### src/rtl/hs_seq_pkg.sv
package hs_seq_pkg;

    // Ring position of the controller; order is the handshake sequence
    typedef enum logic [1:0] {
        ST_IDLE  = 2'd0,   // waiting for upstream request to rise
        ST_FWD   = 2'd1,   // downstream request up, waiting for its ack to rise
        ST_DRAIN = 2'd2,   // waiting for upstream request to fall
        ST_REARM = 2'd3    // upstream ack low, waiting for downstream ack to fall
    } ring_st_t;

    typedef struct packed {
        logic rise;
        logic fall;
    } edge_t;

    typedef struct packed {
        edge_t a_req;
        edge_t b_ack;
    } edge_bundle_t;

    localparam logic RST_B_REQ = 1'b0;
    localparam logic RST_A_ACK = 1'b1;

    function automatic ring_st_t ring_next(input ring_st_t s);
        logic [1:0] nxt;
        nxt = s + 2'd1;
        return ring_st_t'(nxt);
    endfunction

    // True when the edge the current position waits for is present
    function automatic logic expected_edge(input ring_st_t s, input edge_bundle_t e);
        logic hit;
        case (s)
            ST_IDLE:  hit = e.a_req.rise;
            ST_FWD:   hit = e.b_ack.rise;
            ST_DRAIN: hit = e.a_req.fall;
            default:  hit = e.b_ack.fall;
        endcase
        return hit;
    endfunction

    function automatic logic any_edge(input edge_bundle_t e);
        return e.a_req.rise | e.a_req.fall | e.b_ack.rise | e.b_ack.fall;
    endfunction

    function automatic logic b_req_level(input ring_st_t s);
        return s == ST_FWD;
    endfunction

    function automatic logic a_ack_level(input ring_st_t s);
        return s != ST_REARM;
    endfunction

endpackage

### src/rtl/hs_sync_edge.sv
module hs_sync_edge #(
    parameter int   STAGES  = 2,
    parameter logic RST_VAL = 1'b0
) (
    input  logic                 clk,
    input  logic                 rst,
    input  logic                 din,
    output hs_seq_pkg::edge_t    ev
);
    localparam int DEPTH = STAGES + 1;

    // chain[STAGES-1] is the settled level, chain[STAGES] its previous value
    logic [DEPTH-1:0] chain;

    always_ff @(posedge clk) begin
        if (rst) chain <= {DEPTH{RST_VAL}};
        else     chain <= {chain[DEPTH-2:0], din};
    end

    assign ev.rise =  chain[STAGES-1] & ~chain[STAGES];
    assign ev.fall = ~chain[STAGES-1] &  chain[STAGES];

endmodule

### src/rtl/hs_ring_fsm.sv
module hs_ring_fsm
    import hs_seq_pkg::*;
(
    input  logic          clk,
    input  logic          rst,
    input  edge_bundle_t  ev,
    output ring_st_t      st_o,
    output logic          b_req_o,
    output logic          a_ack_o
);
    ring_st_t st_q, st_d;
    logic     adv;
    logic     b_req_q, a_ack_q;

    assign adv = expected_edge(st_q, ev);

    always_comb begin
        st_d = st_q;
        if (adv) st_d = ring_next(st_q);
    end

    always_ff @(posedge clk) begin
        if (rst) begin
            st_q    <= ST_IDLE;
            b_req_q <= RST_B_REQ;
            a_ack_q <= RST_A_ACK;
        end else begin
            st_q    <= st_d;
            b_req_q <= b_req_level(st_d);
            a_ack_q <= a_ack_level(st_d);
        end
    end

    assign st_o    = st_q;
    assign b_req_o = b_req_q;
    assign a_ack_o = a_ack_q;

    a_r1_reset_levels: assert property (@(posedge clk)
        rst |=> (st_q == ST_IDLE && !b_req_q && a_ack_q));

    a_r2_forward_req: assert property (@(posedge clk) disable iff (rst)
        (st_q == ST_IDLE && ev.a_req.rise) |=> (b_req_q && st_q == ST_FWD));

    a_r3_retire_req: assert property (@(posedge clk) disable iff (rst)
        (st_q == ST_FWD && ev.b_ack.rise) |=> (!b_req_q && st_q == ST_DRAIN));

    a_r4_drop_ack: assert property (@(posedge clk) disable iff (rst)
        (st_q == ST_DRAIN && ev.a_req.fall) |=> (!a_ack_q && st_q == ST_REARM));

    a_r5_restore_ack: assert property (@(posedge clk) disable iff (rst)
        (st_q == ST_REARM && ev.b_ack.fall) |=> (a_ack_q && st_q == ST_IDLE));

    a_r7_ignore_stray: assert property (@(posedge clk) disable iff (rst)
        (any_edge(ev) && !adv) |=> ($stable(st_q) && $stable(b_req_q) && $stable(a_ack_q)));

    a_r9_one_output_moves: assert property (@(posedge clk) disable iff (rst)
        !$stable(b_req_q) |-> $stable(a_ack_q));

    a_r10_hold_idle_inputs: assert property (@(posedge clk) disable iff (rst)
        !any_edge(ev) |=> ($stable(st_q) && $stable(b_req_q) && $stable(a_ack_q)));

endmodule

### src/rtl/hs_fault_latch.sv
module hs_fault_latch
    import hs_seq_pkg::*;
(
    input  logic          clk,
    input  logic          rst,
    input  ring_st_t      st,
    input  edge_bundle_t  ev,
    output logic          err_o
);
    logic err_q;
    logic stray;

    assign stray = any_edge(ev) & ~expected_edge(st, ev);

    always_ff @(posedge clk) begin
        if (rst) err_q <= 1'b0;
        else     err_q <= err_q | stray;
    end

    assign err_o = err_q;

    a_r7_idle_ack_stray: assert property (@(posedge clk) disable iff (rst)
        (st == ST_IDLE && (ev.b_ack.rise || ev.b_ack.fall)) |=> err_q);

    a_r7_fwd_req_stray: assert property (@(posedge clk) disable iff (rst)
        (st == ST_FWD && ev.a_req.fall) |=> err_q);

    a_r8_flag_sticky: assert property (@(posedge clk) disable iff (rst)
        err_q |=> err_q);

endmodule

### src/rtl/hs_seq_ctrl.sv
module hs_seq_ctrl
    import hs_seq_pkg::*;
#(
    parameter int SYNC_STAGES = 2
) (
    input  logic clk,
    input  logic rst,
    input  logic a_req_i,
    output logic a_ack_o,
    output logic b_req_o,
    input  logic b_ack_i,
    output logic proto_err_o
);
    localparam int N_IN = 2;

    logic [N_IN-1:0] raw_in;
    edge_t           ch_ev [N_IN];
    edge_bundle_t    ev;
    ring_st_t        st;

    assign raw_in = {b_ack_i, a_req_i};

    for (genvar g = 0; g < N_IN; g++) begin : g_sync
        hs_sync_edge #(
            .STAGES  (SYNC_STAGES),
            .RST_VAL (1'b0)
        ) u_sync (
            .clk (clk),
            .rst (rst),
            .din (raw_in[g]),
            .ev  (ch_ev[g])
        );
    end

    assign ev.a_req = ch_ev[0];
    assign ev.b_ack = ch_ev[1];

    hs_ring_fsm u_fsm (
        .clk     (clk),
        .rst     (rst),
        .ev      (ev),
        .st_o    (st),
        .b_req_o (b_req_o),
        .a_ack_o (a_ack_o)
    );

    hs_fault_latch u_err (
        .clk   (clk),
        .rst   (rst),
        .st    (st),
        .ev    (ev),
        .err_o (proto_err_o)
    );

endmodule

### config.mk
export PLATFORM = sky130hd
export DESIGN_NAME = hs_seq_ctrl
export DESIGN_NICKNAME = d
export VERILOG_FILES = /design/src/rtl/hs_seq_pkg.sv /design/src/rtl/hs_sync_edge.sv /design/src/rtl/hs_ring_fsm.sv /design/src/rtl/hs_fault_latch.sv /design/src/rtl/hs_seq_ctrl.sv
export SDC_FILE = /design/constraint.sdc
export NUM_CORES = 1
export LEC_CHECK = 0
export BUFFER_PORTS_ARGS = -buffer_cell sky130_fd_sc_hd__buf_2
export CORE_AREA = 5 5 42 44
export CTS_CLUSTER_DIAMETER = 30
export CTS_CLUSTER_SIZE = 20
export DETAILED_ROUTE_END_ITERATION = 10
export DIE_AREA = 0 0 47 49
export PLACE_DENSITY = 0.6
export SLEW_MARGIN = 20
export SYNTH_ARGS = -nofsm -noshare
export SYNTH_HDL_FRONTEND = slang
export SYNTH_HIERARCHICAL = 1
export SYNTH_SLANG_ARGS = --single-unit
### constraint.sdc
create_clock -name clk -period 2.1 [get_ports clk]
set_clock_uncertainty 0.1 [all_clocks]
set_input_delay 0.105 -clock clk [delete_from_list [all_inputs] [get_ports clk]]
set_output_delay 0.105 -clock clk [all_outputs]
set_load 0.05 [all_outputs]
# After elaboration in Yosys (flattened, before gate mapping)
# Cells that the tools add are included.
# Widths: inputs -> output; s select.
# word_totals
ff_bits	11
out_inout_bits	3
wordCells	28
# op_classes
addsub	1
n_eq_ne	4
muxes	2
bitwise	14
reduce_logical	1
# ops
operator	count
$and 1x1->1	5
$not 1->1	5
$eq 2x1->1 const B	2
$or 1x1->1	4
$pmux 1 s3	1
$add 2x1->2 const B	1
$eq 2x2->1 const B	1
$logic_not 2->1	1
$mux 2	1
$ne 2x2->1 const B	1

# Depth between registers and ports, before layout
# Gate-level depths: netlist of run 1.
# depth
ltp_word	7
ltp_mapped	5
depth_no_buf	5

# Cells and area by module
# The synthesis of run 1 kept the hierarchy.
# by_module_without_submodules
module	n_inst	cells_each	area_per_inst_um2	seq_area_each_um2
hs_ring_fsm	1	26	254.0	80.1
hs_sync_edge	2	8	91.3	60.1
hs_fault_latch	1	5	62.6	20.0

# Worst setup path after synthesis of run 1
# No wires, ideal clock.
# synth_path
path_type	reg-to-reg
from	register u_fsm.st_q[0], in the netlist u_fsm/st_o[0]
to	register u_fsm.a_ack_q, in the netlist u_fsm/a_ack_o
setup_ps	123
t_arrival_ps	1249
required_time_ps	1877
path_slack_ps	628
path_stages_with_launch	6
path_buffers	0
period_less_slack_ps	1472
path_cell_list	dfxtp_1 > inv_1 > ha_1 > a22oi_2 > a21oi_2 > mux2_1
# synth_between
elab_chain_len	4
# synth_rtl
item	line	rtl
start, declared	hs_ring_fsm.sv:11	ring_st_t st_q, st_d;
start signal, assigned	hs_ring_fsm.sv:28	st_q <= st_d;
$eq 2x2->1 (tied with other cells)	hs_seq_pkg.sv:33	case (s)
$pmux 1 s3	hs_seq_pkg.sv:33	
$mux 2 *	hs_ring_fsm.sv:19	if (adv) st_d = ring_next(st_q);
$ne 2x2->1 *	hs_seq_pkg.sv:51	return s != ST_REARM;
end signal, assigned	hs_ring_fsm.sv:30	a_ack_q <= a_ack_level(st_d);
end, declared	hs_ring_fsm.sv:13	logic b_req_q, a_ack_q;
# Mark *: on every way between the ends. The rest lies on a longest branch, timed or not.
# A chain may end at the register's enable or synchronous reset.

# Worst setup path after layout of run 1
# Same ends and word-level chain as after synthesis.

==> results.txt, run 1 <==
CP Data Required Time = 2.16 ns
Syn_nets = 55
Gr usage total = 8.90%
HP Class = input pin to flop
Boundary pin count = 7
Worst EP arrival = 1.63 ns
Synthesis-to-layout area growth = 19.3%
Number of antenna diodes = 0
Die X = 47 µm
Commonest non-fill, non-tap cell in the layout = nor2b_1
# Post-CTS Setup Buffers = 0
H-tree levels = 1
# DRC = 0
Flops & latches, synth = 11
Max_cap viols = 0
First-pass GRT wire length = 1.35 mm
Vias in the first global route = 338
XOR/XNOR share of the synthesized area = 0%
CTS tree = built
Min setup slack post-route = 0.524 ns
FMAX = 0.634 GHz
Fin crit share = 75.1%
Setup TNS = 0 ns
Crit path time final = 1.58 ns
Post-synthesis mux area share = 13.3%
Initial Util = 35.6%
Largest net degree at the start of global routing = 14
Synth Area in Simple Gates = 23.8%
Top cells by area, synth = dfxtp_1 44%, nor2b_1 15%, ha_1 10%
Share of post-route cells with drive strength above 1 = 22.0%
Clock buffer depth = 2
Pleak = 0.244 nW
GPL Wtd Cong = 0.717
Relative slew slack = 83.7%
Synthesized area = 499 µm²
CP max FO = 7
RSZ-0062 raised after global routing = false
Startpoint Class = flop
Clock Latency Late Sink = 0.27 ns
Drt pass-1 iters = 3
Yosys warning total = 6
Synth cell types = 16
Peak VDD IR = 0.000418 V
Number of buffers added on ports = 6
Core Footprint = 1400 µm²
HPWL after detailed placement = 546 µm
Routed wire length = 740 µm
FP Rows = 14
Design area = 596 µm²
Gr ovfl total = 0
DRT iter0 DRCs = 1
Worst-margin pin slew = 0.245 ns
Area post-placement = 549 µm²
Wire length per cell = 9.87 µm
Die H = 49 µm
Num CTS Buffers = 3
Syn Inst Count = 47
Element type at the critical path end = flop
Status = finished clean
Synth Area in Compound Gates = 7.27%
CTS sink count = 11
Register area share after synthesis = 44.1%
Initial antenna violation count = 0
Post-CTS sizing = 0
Most frequent cells in the layout = 12 x nor2b_1, 11 x dfxtp_1, 6 x buf_2, 4 x ha_1
Cell accounting for the most synthesized area = dfxtp_1
Worst-path clk slew = 0.06 ns
Setup-failing EPs final = 0
Mapped Avg Cell Area = 10.6 µm²
Post-placement setup slack = 0.514 ns
Vias = 344
Cell area power density = 706 nW/µm²
Final slew viol count = 0
Antenna Nets Post-Route = 0
Yosys top cell area share = 44.1%
Final nets = 68
Final Hold Viols = 0
Die area = 2300 µm²
Post-Synth Adder-Cell Area = 10.0%
DR vias/cell = 4.59
Crit path kind = flop to flop
Root buffer selected by CTS = clkbuf_4
Largest family of logic cells by synthesized area = simple AND/OR/NAND/NOR gates
power breakdown:
part	leakage (nW)	internal, mW	switching, mW
clock network	0.0150	0.0736	0.0681
registers	0.0902	0.218	0.00579
logic	0.139	0.0238	0.0307
layout make-up:
| class | count | area (µm²) |
|---|---|---|
| Tap cell | 16 | 20.0 |
| Clock buffer | 4 | 26.3 |
| Timing Repair Buffer | 8 | 50.0 |
| Sequential cell | 11 | 220 |
| Inverter | 2 | 7.51 |
| Fill cell | 149 | 806 |
| Multi-Input combinational cell | 34 | 272 |
worst paths after layout:
check,startpoint,to,slack [ns],cells after the start
max,u_fsm/st_o[0]$_SDFF_PP0_,u_fsm/a_ack_o$_SDFF_PP1_,0.52,5
min,rst,g_sync[1].u_sync/chain[2]$_SDFF_PP0_,0.05,2
max reg2reg,u_fsm/st_o[0]$_SDFF_PP0_,u_fsm/a_ack_o$_SDFF_PP1_,0.52,5
min reg2reg,g_sync[0].u_sync/chain[0]$_SDFF_PP0_,g_sync[0].u_sync/chain[1]$_SDFF_PP0_,0.34,1
synthesized netlist by cell type (all sizes together):
cell	n
mux4	1
ha	4
a22oi	1
nor2	2
nand2b	2
nand2	2
nor2b	12
dfxtp	11
nor4	1
mux2i	1
o21ba	1
mux2	3
a21oi	2
nor3	2
inv	2
stage by stage:
stage	std cells	utilization, %	total power [mW]	hold WS (ns)
after global placement	69	39.2	0.281	0.217
final	75	42.5	0.420	0.0489
after global routing	75	42.5	0.453	0.0666
after floorplan	47	-	0.268	0.0766
after CTS	75	42.5	0.430	0.0491
after detailed placement	69	39.2	0.282	0.223
critical path, cell delays in order (launching register included):
cell and delay [ns]:
dfxtp_1 0.44, inv_1 0.11, ha_1 0.22, a22oi_2 0.16, a21oi_2 0.11, mux2_1 0.32
kinds of logic (layout without fill, tap and decap cells):
family	count (synthesis)	in the layout
AO/OA/AOI/OAI	4	4
adder cells (fa/ha/maj)	4	4
buffers and inverters	2	14
flip-flops	11	11
multiplexers	5	5
AND/OR/NAND/NOR	21	21
what timing repair did:
| item | CTS | global route |
|---|---|---|
| setup endpoints to repair | 0 | 0 |
| endpoints found under the hold margin | 2 | 0 |
| hold buffers | 2 | 0 |
sequential cells by signal (all words and copies together), names as in the netlist:
signal and count:
g_sync.u_sync/chain 6, u_fsm/st_o 2, u_err/err_o 1, u_fsm/a_ack_o 1, u_fsm/b_req_o 1
layer usage:
metal  up-vias  wire (µm)  track usage, %
li1        181          -               -
met1       152        322            9.56
met2         6        337            11.3
met3         5         31            3.32
met4         0         48            11.1
met5         -          0               0
Power figures use the tool's default switching activity.
==> inputs of run 2 (changes only) <==
Clock period 2.1 ns to 1.5 ns, I/O delays scaled along.
==> results.txt, run 2 (synthesis results as in run 1) <==
Status = finished clean
Clock Latency Late Sink = 0.26 ns
Max_cap viols = 0
Slowest cell on crit path = dfxtp_4
Relative slew slack = 83.3%
Final Hold Viols = 0
DRT iter0 DRCs = 3
Tot Pwr = 0.602 mW
Final hold slack = 0.0265 ns
Clock buffer depth = 2
Vias = 368
Part of the power in registers = 52.0%
R2R setup slack = 0.03 ns
# Post-CTS Setup Buffers = 0
Peak VDD IR = 0.000446 V
Drt pass-1 iters = 4
Wire length per cell = 9.83 µm
Element type at the critical path end = flop
CP Data Required Time = 1.55 ns
Crit path time final = 1.47 ns
Clk pwr share = 31.5%
Die X = 47 µm
CTS tree = built
Commonest non-fill, non-tap cell in the layout = nor2b_1
First-pass GRT wire length = 1.42 mm
Sw Ratio = 23.9%
Register bank with the most flops = g_sync.u_sync/chain
Number of antenna diodes = 0
Share of post-route cells with drive strength above 1 = 45.5%
Crit path kind = flop to flop
Final Core Density = 48.8%
Reg-to-Reg Start = u_fsm/st_o[0]$_SDFF_PP0_
FMAX = 0.680 GHz
FP Rows = 14
DR vias/cell = 4.49
Worst EP arrival = 1.52 ns
Routed wire length = 806 µm
Worst-path clk slew = 0.06 ns
Gr usage total = 8.92%
RSZ-0062 raised after global routing = true
Vias in the first global route = 378
Startpoint Class = flop
HP Class = input pin to flop
Largest net degree at the start of global routing = 14
CTS sink count = 11
Gr ovfl total = 0
Core Footprint = 1400 µm²
Num CTS Buffers = 3
Initial Util = 35.6%
Final cell count without fillers = 82
H-tree levels = 1
Root buffer selected by CTS = clkbuf_4
GPL Wtd Cong = 0.777
Synthesis-to-layout area growth = 36.8%
Worst-margin pin slew = 0.252 ns
Max FFs per register = 6
Reg-to-reg critical path endpoint = u_fsm/st_o[0]$_SDFF_PP0_
Worst path max stage delay = 0.36 ns
Reg2reg path depth = 4
Boundary pin count = 7
# DRC = 0
Crit-path cells = ha_1 -> nor2b_1 -> a21oi_4 -> mux2_4
Most frequent cells in the layout = 10 x nor2b_1, 9 x dfxtp_1, 7 x buf_4, 6 x buf_2
Cell area power density = 881 nW/µm²
Critical Path Sink = u_fsm/st_o[0]$_SDFF_PP0_
Comb pwr share = 16.5%
Fin crit share = 98.0%
Die H = 49 µm
HPWL after detailed placement = 581 µm
Sw power = 0.144 mW
Pint = 0.458 mW
Final slew viol count = 0
Setup-failing EPs final = 0
Placed Cells incl. Taps = 76
Number of buffers added on ports = 6
Antenna Nets Post-Route = 0
Initial antenna violation count = 0
Die area = 2300 µm²
Pleak = 0.289 nW
Crit path launch = u_fsm/st_o[0]$_SDFF_PP0_
CP max FO = 5
Final nets = 75
run 2: per-layer routing:
| layer | share of wire (%) | vias to the layer above | track usage [%] |
|---|---|---|---|
| li1 | - | 197 | - |
| met1 | 41 | 164 | 9.15 |
| met2 | 53 | 5 | 13.1 |
| met3 | 3.8 | 2 | 3.32 |
| met4 | 2.4 | 0 | 8.29 |
| met5 | 0 | - | 0 |
run 2: repair_timing:
action,CTS,global route
pin swaps,1,2
hold buffers,2,0
hold endpoints to repair,2,0
setup endpoints to repair,3,4
resized for setup,3,9
run 2: worst max-delay path, delay by kind of cell, from the launching register on:
kind,cells,cell delay [ns]
and+or+nand+nor,1,0.16
muxes,1,0.32
DFF,1,0.36
adders and majority gates,1,0.22
AOI/OAI and AO/OA,1,0.20
run 2: per-stage QoR:
stage	area, µm²	setup TNS [ns]	setup slack, ns
after floorplan	499	0	0.0279
after global placement	602	-0.00132	-0.00132
after detailed placement	602	-0.00682	-0.00679
after CTS	654	-0.00270	-0.00270
after global routing	683	-0.0711	-0.0245
final	683	0	0.0298
run 2: power by group through the flow:
stage | Combinational [mW] | Sequential, mW | Clock [mW]
6_report | 0.0996 | 0.313 | 0.190
5_1_grt | 0.109 | 0.315 | 0.221
4_1_cts | 0.0928 | 0.313 | 0.204
3_5_place_dp | 0.0877 | 0.319 | 0
3_3_place_gp | 0.0874 | 0.319 | 0
2_1_floorplan | 0.0379 | 0.337 | 0
run 2: layout make-up:
cell class,instances,area [µm²]
Timing Repair Buffer,15,103
Multi-Input combinational cell,34,302
Tap cell,16,20.0
Sequential cell,11,225
Fill cell,130,718
Clock buffer,4,26.3
Inverter,2,7.51
run 2: worst min-delay path by stage:
stage	from	end	slack (ns)	cells after the start
after global placement	a_req_i	g_sync[0].u_sync/chain[0]$_SDFF_PP0_	0.18	2
after CTS	rst	g_sync[1].u_sync/chain[0]$_SDFF_PP0_	0.02	2
after detailed placement	a_req_i	g_sync[0].u_sync/chain[0]$_SDFF_PP0_	0.19	2
final	rst	g_sync[1].u_sync/chain[0]$_SDFF_PP0_	0.03	2
after global routing	rst	g_sync[1].u_sync/chain[2]$_SDFF_PP0_	0.05	2
after floorplan	rst	g_sync[0].u_sync/chain[0]$_SDFF_PP0_	0.05	1
